--- src/rtl/atg_pkg.sv ---
package atg_pkg;

    localparam int BCNT_W = 10;

    // Legal bit-clock edges per word-clock period
    function automatic logic bclk_ratio_ok(input logic [BCNT_W-1:0] n);
        case (n)
            10'd32, 10'd48, 10'd64, 10'd128, 10'd256: return 1'b1;
            default:                                  return 1'b0;
        endcase
    endfunction

endpackage

--- src/rtl/atg_rise_det.sv ---
module atg_rise_det (
    input  logic clk,
    input  logic rst_n,
    input  logic sig_i,
    output logic rise_o
);
    logic prev_d, prev_q;

    always_comb begin
        prev_d = sig_i;
        rise_o = sig_i & ~prev_q;
    end

    always_ff @(posedge clk or negedge rst_n) begin
        if (!rst_n) prev_q <= 1'b0;
        else        prev_q <= prev_d;
    end
endmodule

--- src/rtl/atg_frame_meter.sv ---
module atg_frame_meter
    import atg_pkg::*;
#(
    parameter int TIMEOUT = 4096,
    localparam int PW = $clog2(TIMEOUT + 1)
) (
    input  logic              clk,
    input  logic              rst_n,
    input  logic              wrise_i,
    input  logic              brise_i,
    output logic              meas_o,
    output logic [PW-1:0]     period_o,
    output logic [BCNT_W-1:0] bits_o,
    output logic              timeout_o
);
    localparam logic [BCNT_W-1:0] BMAX = '1;

    typedef struct packed {
        logic              seen;
        logic [PW-1:0]     pcnt;
        logic [BCNT_W-1:0] bcnt;
    } meter_t;

    meter_t st_d, st_q;
    logic   bstep;

    always_comb begin
        st_d      = st_q;
        timeout_o = 1'b0;
        bstep     = brise_i && (st_q.bcnt != BMAX);
        period_o  = st_q.pcnt + PW'(1);
        bits_o    = bstep ? st_q.bcnt + BCNT_W'(1) : st_q.bcnt;
        meas_o    = wrise_i & st_q.seen;
        if (wrise_i) begin
            st_d.seen = 1'b1;
            st_d.pcnt = '0;
            st_d.bcnt = '0;
        end else begin
            if (st_q.pcnt == PW'(TIMEOUT - 1)) begin
                timeout_o = 1'b1;
                st_d.seen = 1'b0;
                st_d.pcnt = PW'(TIMEOUT);
            end else if (st_q.pcnt != PW'(TIMEOUT)) begin
                st_d.pcnt = st_q.pcnt + PW'(1);
            end
            if (bstep) st_d.bcnt = st_q.bcnt + BCNT_W'(1);
        end
    end

    always_ff @(posedge clk or negedge rst_n) begin
        if (!rst_n) st_q <= '0;
        else        st_q <= st_d;
    end
endmodule

--- src/rtl/audio_timing_guard.sv ---
module audio_timing_guard
    import atg_pkg::*;
#(
    parameter int SW            = 24,
    parameter int TOL           = 5,
    parameter int LOCK_FRAMES   = 4,
    parameter int BAD_LIMIT     = 4,
    parameter int RESYNC_FRAMES = 4,
    parameter int TIMEOUT       = 4096
) (
    input  logic          clk,
    input  logic          rst_n,
    input  logic          wclk_s,
    input  logic          bclk_s,
    input  logic [SW-1:0] in_left,
    input  logic [SW-1:0] in_right,
    output logic [SW-1:0] out_left,
    output logic [SW-1:0] out_right,
    output logic          mute,
    output logic          reinit
);
    localparam int PW  = $clog2(TIMEOUT + 1);
    localparam int AW  = $clog2(LOCK_FRAMES + 1);
    localparam int BRW = $clog2(BAD_LIMIT + 2);
    localparam int GW  = $clog2(RESYNC_FRAMES + 1);

    typedef struct packed {
        logic           locked;
        logic [PW-1:0]  ref_p;
        logic [PW-1:0]  cand;
        logic [AW-1:0]  agree;
        logic [BRW-1:0] badrun;
        logic [GW-1:0]  good;
        logic           mute;
        logic           reinit;
        logic [SW-1:0]  out_l;
        logic [SW-1:0]  out_r;
    } guard_t;

    guard_t st_d, st_q;

    logic              wrise, brise, meas, tmo;
    logic [PW-1:0]     period;
    logic [BCNT_W-1:0] bits;
    logic              fault, bits_ok, good_frame;

    atg_rise_det u_wdet (.clk(clk), .rst_n(rst_n), .sig_i(wclk_s), .rise_o(wrise));
    atg_rise_det u_bdet (.clk(clk), .rst_n(rst_n), .sig_i(bclk_s), .rise_o(brise));

    atg_frame_meter #(.TIMEOUT(TIMEOUT)) u_meter (
        .clk      (clk),
        .rst_n    (rst_n),
        .wrise_i  (wrise),
        .brise_i  (brise),
        .meas_o   (meas),
        .period_o (period),
        .bits_o   (bits),
        .timeout_o(tmo)
    );

    function automatic logic near(input logic [PW-1:0] a, input logic [PW-1:0] b);
        logic [PW-1:0] diff;
        diff = (a >= b) ? a - b : b - a;
        return diff <= PW'(TOL);
    endfunction

    always_comb begin
        st_d        = st_q;
        st_d.reinit = 1'b0;
        fault       = 1'b0;
        good_frame  = 1'b0;
        bits_ok     = bclk_ratio_ok(bits);

        if (tmo) begin
            st_d.locked = 1'b0;
            st_d.agree  = '0;
            fault       = 1'b1;
        end

        if (meas) begin
            // master-clock period check
            if (st_q.locked) begin
                if (!near(period, st_q.ref_p)) begin
                    st_d.locked = 1'b0;
                    st_d.agree  = AW'(1);
                    st_d.cand   = period;
                    fault       = 1'b1;
                end
            end else begin
                if (st_q.agree == '0 || near(period, st_q.cand))
                    st_d.agree = st_q.agree + AW'(1);
                else
                    st_d.agree = AW'(1);
                st_d.cand = period;
                if (st_d.agree == AW'(LOCK_FRAMES)) begin
                    st_d.locked = 1'b1;
                    st_d.ref_p  = period;
                    st_d.agree  = '0;
                end
            end
            // bit-clock persistence check
            if (bits_ok) begin
                st_d.badrun = '0;
            end else begin
                if (st_q.badrun == BRW'(BAD_LIMIT)) fault = 1'b1;
                if (st_q.badrun <= BRW'(BAD_LIMIT))
                    st_d.badrun = st_q.badrun + BRW'(1);
            end
            // resynchronisation
            good_frame = st_d.locked & bits_ok;
            if (!good_frame)
                st_d.good = '0;
            else if (st_q.good != GW'(RESYNC_FRAMES))
                st_d.good = st_q.good + GW'(1);
            if (st_q.mute && good_frame && st_d.good == GW'(RESYNC_FRAMES))
                st_d.mute = 1'b0;
        end

        if (fault) begin
            st_d.mute   = 1'b1;
            st_d.reinit = 1'b1;
            st_d.good   = '0;
        end

        st_d.out_l = st_d.mute ? '0 : in_left;
        st_d.out_r = st_d.mute ? '0 : in_right;
    end

    always_ff @(posedge clk or negedge rst_n) begin
        if (!rst_n) begin
            st_q      <= '0;
            st_q.mute <= 1'b1;
        end else begin
            st_q <= st_d;
        end
    end

    assign out_left  = st_q.out_l;
    assign out_right = st_q.out_r;
    assign mute      = st_q.mute;
    assign reinit    = st_q.reinit;
endmodule

--- config.mk ---
export PLATFORM = sky130hd
export DESIGN_NAME = audio_timing_guard
export DESIGN_NICKNAME = d
export VERILOG_FILES = /design/src/rtl/atg_pkg.sv /design/src/rtl/atg_rise_det.sv /design/src/rtl/atg_frame_meter.sv /design/src/rtl/audio_timing_guard.sv
export SDC_FILE = /design/constraint.sdc
export NUM_CORES = 1
export LEC_CHECK = 0
export ABC_CLOCK_PERIOD_IN_PS = 8950
export BUFFER_PORTS_ARGS = -buffer_cell sky130_fd_sc_hd__buf_4
export CAP_MARGIN = 20
export CORE_ASPECT_RATIO = 0.75
export CORE_UTILIZATION = 45
export DETAILED_ROUTE_END_ITERATION = 10
export PLACE_DENSITY = 0.61
export SLEW_MARGIN = 5
export SYNTH_ARGS = -nofsm -noshare
export SYNTH_HDL_FRONTEND = slang
export SYNTH_HIERARCHICAL = 1
export SYNTH_SLANG_ARGS = --single-unit
--- constraint.sdc ---
create_clock -name clk -period 8.95 [get_ports clk]
set_clock_uncertainty 0.1 [all_clocks]
set_input_delay 0.4475 -clock clk [delete_from_list [all_inputs] [get_ports clk]]
set_output_delay 0.4475 -clock clk [all_outputs]
set_load 0.01 [all_outputs]
==> results.md, run 1 <==
- GRT overflow: 0
- WS Path Type: reg -> reg
- Synth unique cells: 91
- Period minus WS final: 5330 ps
- H-tree Lvls: 3
- Sw power: 0.866 mW
- Nets: 1,020
- Status: finished clean
- Pwr dens: 238 nW/um^2
- Port bufs: 101
- Mux contribution to synthesized area: 2.77%
- Post-DR wirelength/cell: 17.0 microns
- RSZ-0062 raised after global routing: false
- Crit share post-route: 59.5%
- Sw frac: 40.4%
- Largest net degree at the start of global routing: 60
- Post-synthesis xor/xnor area fraction: 3.65%
- Clock-pin slew of the registers on the worst-case setup and hold paths: 80 ps
- Chip Width: 158 microns
- CTS Root Cell: clkbuf_16
- Synth Area in Compound Gates: 22.0%
- Peak VDD IR: 0.0951 mV
- ANT cells: 0
- Max FO, Critical Path: 14
- Sequential area share after synthesis: 34.3%
- Post-Route WL: 19,600 microns
- Simple-gate area share of the yosys netlist: 16.8%
- Number of antenna violations at the first check in global routing: 0
- Full die area: 18,700 sq um
- Ys Warns: 6
- CTS tree: done
- HPWL after DPL: 14,900 microns
- Starting Density: 46.1%
- Leakage power: 4.27 nW
- Clock share of power: 20.0%
- Vias: 6,241
- Commonest non-fill, non-tap cell in the layout: dfrtp_1
- Cts bufs inserted: 9
- Hold buffers post-CTS: 0
- WP data arrival: 5480 ps
- GRT Total Usage: 21.8%
- CP Capture Type: flip-flop
- Final hold violations: 0
- CTS Buffer Depth: 2
- Worst R2R End: st_q[84]
- Max_slew headroom: 40.7%
- Placed cells: 1,136
- Tightest Pin Transition: 889 ps
- Row count: 42
- Achievable frequency: 188 MHz
- TritonRoute pass-1 iters: 4
- Mean post-synth cell area: 9.34 sq um
- Clk_lat worst skew: 360 ps
- Post-synthesis register bit count: 112
- Clk sinks: 112
- Max-slew violation count: 0
- P_int: 1.28 mW
- Layout Cells excl Fill: 1,152
- I/O Pins: 102
- Final setup fails: 0
- Count of maximum capacitance violations: 0
- Largest family of logic cells by synthesized area: compound AO/OA/AOI/OAI gates
- Commonest cells after routing, fill and taps aside: dfrtp_1, buf_4, nand2_1
- Share of layout cells above drive strength 1: 20.4%
- CP startpoint kind: flip-flop
- Reg2reg start: u_meter/st_q[10]
- Design area: 8990 sq um
- Post-synth EDFFs: 0
- Comb pwr share: 50.4%
- Seq pwr share: 29.6%
- Die height: 119 microns
- Placed Area: 8680 sq um
- Gpl congestion: 0.946
- DRC Markers: 0
- Worst EP required: 9100 ps
- Post-Syn Area: 8160 sq um
- Global-route wire length before repair: 31,600 microns
- Net Count, Synth: 989
- Vias per inst: 5.42
- Post-Synth Adder-Cell Area: 10.0%
- Hold/Removal Path Class: in -> async
- Area Overhead vs Synth: 10.2%
- Mapped Cells: 874
- Async S/R FF share, synth: 100%
- Final Util: 50.8%
- Drt first-iter violations: 422
- Core box area: 17,700 sq um
- Number of global-route vias before repair: 5,790
- ANT nets after route: 0
- R2R Setup Slk: 3620 ps
- Post-cts resize count: 0
- Synth Flop Type: dfrtp_1
- Setup TNS: 0 ps
- R2R cell count: 15
- Number of setup buffers added after CTS: 0
-- worst max path at each step --
stage / from / endpoint / slack, ps / cells after the start
2_1_floorplan: u_meter/st_q[10] / st_q[84] / 4730 / 17
3_3_place_gp: u_meter/st_q[10] / st_q[84] / 3740 / 15
3_5_place_dp: u_meter/st_q[10] / st_q[84] / 3740 / 15
4_1_cts: u_meter/st_q[10] / st_q[84] / 3730 / 14
5_1_grt: u_meter/st_q[10] / st_q[84] / 3280 / 15
6_report: u_meter/st_q[10] / st_q[84] / 3620 / 15
-- cells by family after synthesis --
logic type	after synthesis
and+or+nand+nor	247
AOI/OAI and AO/OA	244
buffers and inverters	152
DFF	112
adders and majority gates	63
xor gates and xnor gates	34
muxes	22
-- worst max-delay path, stage by stage, from the launching register on --
cell and delay, ps:
dfrtp_1 450, ha_1 290, nand3_1 170, nor2_1 140
xor2_1 450, ha_1 430, a21oi_1 270, o21ai_1 170
a221o_1 360, nor3_1 220, o311ai_1 130, nor3_1 230
nand4_1 200, a21oi_2 410, and2_1 780, mux2_2 410
-- power groups by stage --
stage	clock network [mW]	registers, mW	logic [mW]
finish	0.427	0.635	1.08
global route	0.459	0.645	1.19
CTS	0.439	0.635	1.07
detailed placement	0	0.644	1.07
global placement	0	0.641	1.09
floorplan	0	0.633	0.848
-- through the flow --
stage	hold WS, ps	worst slack (ps)	power (mW)
floorplan	51.9	4730	1.48
detailed placement	362	3740	1.71
CTS	65.0	3730	2.15
global placement	365	3740	1.73
global route	80.4	3280	2.30
finish	29.7	3620	2.14
-- final cells by class --
type	instances	area, sq um
Tap cell	242	303
Inverter	66	248
Fill cell	1644	8710
Timing Repair Buffer	106	796
Clock inverter	7	93.8
Clock buffer	9	225
Multi-Input combinational cell	610	4530
Sequential cell	112	2800
-- per-layer routing --
metal  routed length (microns)  vias to the layer above  GRT usage, %  share of wire, %
li1                          -                     3101             -                 -
met1                     10200                     2956          34.1                52
met2                      8020                      165          29.6                41
met3                      1100                       19          4.18               5.6
met4                       248                        0          6.31               1.3
met5                         0                        -             0                 0
-- cells in the mapped netlist, drive strengths merged (3+ instances only) --
master     n  area share [%]
a211o      5            0.64
a211oi    17             1.7
a21boi    48             4.9
a21o      21             1.9
a21oi     46             3.0
a221oi     5            0.69
a22oi      4            0.37
a31o       3            0.32
and2       9            0.69
and3       5            0.40
buf       73             6.7
clkbuf    13            0.63
dfrtp    111              34
fa         4            0.98
ha        59             9.0
inv       66             3.0
mux2       5            0.69
mux2i     17             2.1
nand2     67             3.1
nand2b    14             1.1
nand3     23             1.6
nand4     14             1.6
nor2      45             2.1
nor2b     23             2.2
nor3      17             1.2
nor3b      3            0.34
nor4       8            0.77
o2111ai    5            0.61
o211ai    13             1.3
o21ai     38             2.4
o21bai     5            0.46
o221a      3            0.41
o221ai     3            0.32
o22ai      4            0.31
o31ai      5            0.52
or2        5            0.38
or4        4            0.41
xnor2     19             2.0
xor2      15             1.6
-- registers in the layout, indices dropped and copies added, names as in the netlist --
register and flops:
mute 1, out_left 24, out_right 24, reinit 1
st_q 36, u_bdet/prev_q 1, u_meter/st_q 24, u_wdet/prev_q 1
Note: power is estimated with default switching activity, not from simulation.
==> run 2, diff against run 1 <==
--- a/config.mk
+++ b/config.mk
@@ -5,13 +5,13 @@
 export SDC_FILE = /design/constraint.sdc
 export NUM_CORES = 1
 export LEC_CHECK = 0
-export ABC_CLOCK_PERIOD_IN_PS = 8950
+export ABC_CLOCK_PERIOD_IN_PS = 4420
 export BUFFER_PORTS_ARGS = -buffer_cell sky130_fd_sc_hd__buf_4
 export CAP_MARGIN = 20
 export CORE_ASPECT_RATIO = 0.75
 export CORE_UTILIZATION = 45
 export DETAILED_ROUTE_END_ITERATION = 10
-export PLACE_DENSITY = 0.61
+export PLACE_DENSITY = 0.64
 export SLEW_MARGIN = 5
 export SYNTH_ARGS = -nofsm -noshare
 export SYNTH_HDL_FRONTEND = slang
==> constraint.sdc (replaced) <==
create_clock -name clk -period 4.42 [get_ports clk]
set_clock_uncertainty 0.1 [all_clocks]
set_input_delay 0.221 -clock clk [delete_from_list [all_inputs] [get_ports clk]]
set_output_delay 0.221 -clock clk [all_outputs]
set_load 0.01 [all_outputs]
==> run 2 against run 1 <==
Sequential share of layout area fell by 3.0 points. Final area is 11% higher. Count of clock-buffer cells in the layout did not move. Via count increased by 6.8%. Largest cell class unchanged. Fmax grew 26%. Setup slack got worse by 3400 ps. Critical endpoint is now out_right[11]. First-iteration DRC count rose by 24%. Global-route usage rose by 0.80 points. Combinational power is 130% higher.
==> results.md, run 2 (same netlist as run 1, synthesis figures left out) <==
- Vias per inst: 5.38
- Final Power: 4.59 mW
- Area Overhead vs Synth: 22.3%
- Clk_lat worst skew: 360 ps
- Gpl congestion: 0.955
- Number of global-route vias before repair: 6,443
- Multi-input gate area: 4740 sq um
- Pwr dens: 460 nW/um^2
- Cell family with most CP delay: simple AND/OR/NAND/NOR gates
- Worst-path cell chain: or2b_2 > or4_4 > nand2_4 > ha_1 > and4_1 > a221o_1 > nor3_2 > o311ai_1 > nor3_1 > nand4_1 > a21oi_2 > buf_4 > o211ai_4 > buf_4 > a21boi_1
- Nets: 1,106
- Share of layout cells above drive strength 1: 27.1%
- Seq pwr share: 27.9%
- Achievable frequency: 237 MHz
- Commonest non-fill, non-tap cell in the layout: buf_4
- Setup TNS: 0 ps
- ANT nets after route: 0
- Starting Density: 46.1%
- I/O Pins: 102
- Count of maximum capacitance violations: 0
- GRT Total Usage: 22.6%
- Worst path slowest cell: or4_4
- Core box area: 17,700 sq um
- Row count: 42
- Flip-flop count of the largest register after layout: 36
- GRT overflow: 0
- Design area: 9980 sq um
- Vias: 6,664
- Largest Register: st_q
- Max FO, Critical Path: 10
- H-tree Lvls: 3
- Leakage power: 4.75 nW
- CTS Root Cell: clkbuf_16
- Drt first-iter violations: 522
- Comb pwr share: 53.3%
- Commonest cells after routing, fill and taps aside: buf_4, dfrtp_1, nand2_1
- Peak VDD IR: 0.247 mV
- Full die area: 18,700 sq um
- Post-DR wirelength/cell: 16.4 microns
- Placed Area: 9070 sq um
- Die height: 119 microns
- Global-route wire length before repair: 33,100 microns
- CP Buf/Inv Count: 2
- Clock share of power: 18.8%
- ANT cells: 0
- Final setup fails: 0
- Max incr delay on CP: 580 ps
- CP Capture Type: flip-flop
- Port bufs: 101
- WS Path Type: reg -> reg
- CTS Buffer Depth: 2
- Status: finished clean
- DRC Markers: 0
- Tightest Pin Transition: 507 ps
- Period minus WS final: 4220 ps
- Max_slew headroom: 66.2%
- Hold Worst Slack: 4.20 ps
- Crit share post-route: 95.6%
- TritonRoute pass-1 iters: 5
- P_int: 2.72 mW
- CP startpoint kind: flip-flop
- Post-Route WL: 20,300 microns
- Chip Width: 158 microns
- Clock-pin slew of the registers on the worst-case setup and hold paths: 90 ps
- Clk sinks: 112
- Sw frac: 40.7%
- Final Util: 56.4%
- Max-slew violation count: 0
- WP data arrival: 4390 ps
- # fillers: 1,551
- Hold/Removal Path Class: in -> reg
- CTS tree: done
- FF/Latch Area: 2810 sq um
- Cts bufs inserted: 9
- Largest net degree at the start of global routing: 50
- Final hold violations: 0
- Number of antenna violations at the first check in global routing: 0
- Sw power: 1.87 mW
- Most frequent CP cell: buf_4
- Worst EP required: 4590 ps
- HPWL after DPL: 15,400 microns
run 2: cell count changes in the layout (fill, tap and decap cells not counted), sizes merged:
cell,delta
buf,+51
dlygate4sd3,+35
run 2: timing repair:
item / in CTS / in global routing
hold buffers: 33 / 2
setup buffers: 1 / 4
pin swaps: 3 / 12
setup endpoints to repair: 61 / 82
resized for setup: 8 / 42
endpoints found under the hold margin: 68 / 2
run 2: area by class of cell:
cell class / instances / share of cell area [%]
Clock buffer: 9 / 2.26
Clock inverter: 7 / 0.915
Inverter: 66 / 2.48
Multi-Input combinational cell: 610 / 47.5
Sequential cell: 112 / 28.2
Tap cell: 242 / 3.03
Timing Repair Buffer: 192 / 15.7
run 2: power groups by stage:
stage	sequential, mW	combinational (mW)	clock (mW)
4_1_cts	1.28	2.35	0.884
3_3_place_gp	1.29	2.32	0
6_report	1.28	2.45	0.863
3_5_place_dp	1.30	2.31	0
2_1_floorplan	1.28	1.72	0
5_1_grt	1.30	2.68	0.920
run 2: routing by layer:
metal	track usage (%)	vias to the layer above	part of all wire, %
met4	5.22	0	1.2
met3	4.51	22	5.4
li1	-	3269	-
met5	0	-	0
met1	34.1	3205	50
met2	32.7	168	43
run 2: through the flow:
stage	instances	setup slack, ps
after floorplan	874	199
after detailed placement	1182	-178
after CTS	1232	11.7
after global routing	1238	-39.6
final	1238	196
after global placement	1182	-36.3
run 2: worst paths after layout:
| path | from | end | slack, ps | cells past startpoint |
|---|---|---|---|---|
| setup reg to reg | u_meter/st_q[22] | out_right[11] | 200 | 15 |
| setup / recovery | u_meter/st_q[22] | out_right[11] | 200 | 15 |
| max in group asynchronous | rst_n | u_meter/st_q[14] | 3060 | 3 |
| hold reg to reg | st_q[71] | st_q[71] | 410 | 1 |
| min in group asynchronous | rst_n | u_meter/st_q[2] | 260 | 2 |
| hold / removal | in_right[3] | out_right[3] | 4 | 2 |
==> run 3, diff against run 2 <==
--- a/config.mk
+++ b/config.mk
@@ -11,6 +11,8 @@
 export CORE_ASPECT_RATIO = 0.75
 export CORE_UTILIZATION = 45
 export DETAILED_ROUTE_END_ITERATION = 10
+export HOLD_SLACK_MARGIN = 0.08
+export MAX_ROUTING_LAYER = met4
 export PLACE_DENSITY = 0.64
 export SLEW_MARGIN = 5
 export SYNTH_ARGS = -nofsm -noshare
==> run 3 against run 2 <==
First-iteration DRC count fell by 10%. Combinational power barely moved. Register-to-register slack got worse by 70 ps. Critical path type unchanged.
==> results.md, run 3 (same netlist as run 1, synthesis figures left out) <==
- Max FO, Critical Path: 37
- CP startpoint kind: flip-flop
- ANT cells: 0
- Commonest non-fill, non-tap cell in the layout: buf_4
- Crit share post-route: 97.2%
- Hold/Removal Path Class: reg -> reg
- Number of global-route vias before repair: 6,466
- Global-route wire length before repair: 33,600 microns
- Achievable frequency: 233 MHz
- Starting Density: 46.1%
- Port bufs: 101
- Gpl congestion: 0.993
- Area Overhead vs Synth: 24.1%
- # fillers: 1,580
- Core box area: 17,700 sq um
- Count of maximum capacitance violations: 0
- Peak VDD IR: 0.245 mV
- Max-slew violation count: 0
- Share of layout cells above drive strength 1: 26.7%
- R2R Setup Slk: 120 ps
- Leakage power: 4.76 nW
- Top sig layer: met4
- WL met3: 1130 microns
- Post-DR wirelength/cell: 16.6 microns
- Status: finished clean
- Full die area: 18,700 sq um
- Commonest cells after routing, fill and taps aside: buf_4, dfrtp_1, nand2_1
- Setup TNS: 0 ps
- Cts bufs inserted: 9
- Placed cells: 1,175
- Cell depth of the worst hold path: 2
- CTS Root Cell: clkbuf_16
- Clock-pin slew of the registers on the worst-case setup and hold paths: 90 ps
- Routed length on met2: 9110 microns
- H-tree Lvls: 3
- I/O Pins: 102
- Final setup fails: 0
- HPWL after DPL: 15,200 microns
- CTS Buffer Depth: 2
- Period minus WS final: 4300 ps
- Drt first-iter violations: 468
- CP Capture Type: flip-flop
- Max_slew headroom: 38.0%
- Vias: 6,829
- Row count: 42
- Final Util: 57.2%
- CTS tree: done
- Hold endpoint: st_q[51]
- Worst R2R End: out_left[20]
- Layout Cells excl Fill: 1,250
- Worst EP required: 4610 ps
- Post-Route WL: 20,800 microns
- R2R cell count: 18
- Flip-flop count of the largest register after layout: 36
- DRC Markers: 0
- Number of antenna violations at the first check in global routing: 0
- GRT Total Usage: 23.5%
- Worst Min Path Start: st_q[51]
- Hold Worst Slack: 409 ps
- Final hold violations: 0
- Die height: 119 microns
- WS Path Type: reg -> reg
- TritonRoute pass-1 iters: 5
- Routed met1 length: 10,300 microns
- Tightest Pin Transition: 930 ps
- Clk_lat worst skew: 360 ps
- Pwr dens: 455 nW/um^2
- Largest net degree at the start of global routing: 74
- ANT nets after route: 0
- Nets: 1,118
- Reg2reg start: u_meter/st_q[12]
- GRT overflow: 0
- WP data arrival: 4490 ps
- Vias per inst: 5.46
- Chip Width: 158 microns
- Largest Register: st_q
- Clk sinks: 112
-- run 3: cell types whose count changed in the layout (fill, tap and decap cells not counted), sizes merged --
cell         delta
dlygate4sd3    +16
inv             -1
clkinvlp        +1
buf             -4
-- run 3: per-layer routing --
metal / track usage, % / up-vias
met5: - / -
met4: 5.83 / 0
met3: 4.91 / 29
met2: 32.4 / 199
met1: 34.7 / 3309
li1: - / 3292
-- run 3: worst max-delay path by stage --
stage	startpoint	end	slack, ps	cells past startpoint
3_5_place_dp	u_meter/st_q[12]	out_right[9]	-110	16
5_1_grt	u_meter/st_q[15]	st_q[80]	-160	17
6_report	u_meter/st_q[12]	out_left[20]	120	18
2_1_floorplan	u_meter/st_q[10]	st_q[84]	200	17
4_1_cts	u_meter/st_q[12]	out_right[9]	0.9	16
3_3_place_gp	u_meter/st_q[12]	out_left[20]	-180	15
-- run 3: cell type report --
class / instances / area [sq um] / area share, %
Inverter: 66 / 251 / 2.48
Clock buffer: 9 / 225 / 2.22
Tap cell: 242 / 303 / 2.99
Multi-Input combinational cell: 610 / 4760 / 46.9
Clock inverter: 7 / 91.3 / 0.901
Timing Repair Buffer: 204 / 1700 / 16.7
Sequential cell: 112 / 2810 / 27.7
-- run 3: repair_timing --
item / 4_1_cts / 5_1_grt
pin swaps: 0 / 16
cloned: 0 / 0
resized for setup: 3 / 59
hold buffers: 51 / 0
buffers inserted: 0 / 8
hold endpoints to repair: 121 / 0
endpoints found under the setup margin: 59 / 82
-- run 3: where the power goes --
group          total [mW]  internal [mW]  switching, mW
sequential           1.28           1.18         0.0974
combinational        2.47           1.14           1.34
clock               0.857          0.415          0.443
-- run 3: stage by stage --
stage	power, mW	worst slack [ps]	instance area, sq um
2_1_floorplan	3.00	199	8160
3_3_place_gp	3.61	-182	9010
3_5_place_dp	3.59	-112	9010
4_1_cts	4.50	0.855	9850
5_1_grt	4.91	-164	10100
6_report	4.61	122	10100
-- run 3: critical path: stages (launching register included) --
cell and delay [ps]:
dfrtp_2 440, nand4_4 180, nor4_2 390, xor2_1 250
buf_4 170, ha_1 330, nand4_1 190, nor4_1 70
a211o_1 310, nor3_1 210, o311ai_1 130, nor3_1 240
nand4_1 140, buf_4 190, a21oi_2 210, buf_4 160
o211ai_4 90, buf_12 190, a21boi_0 190
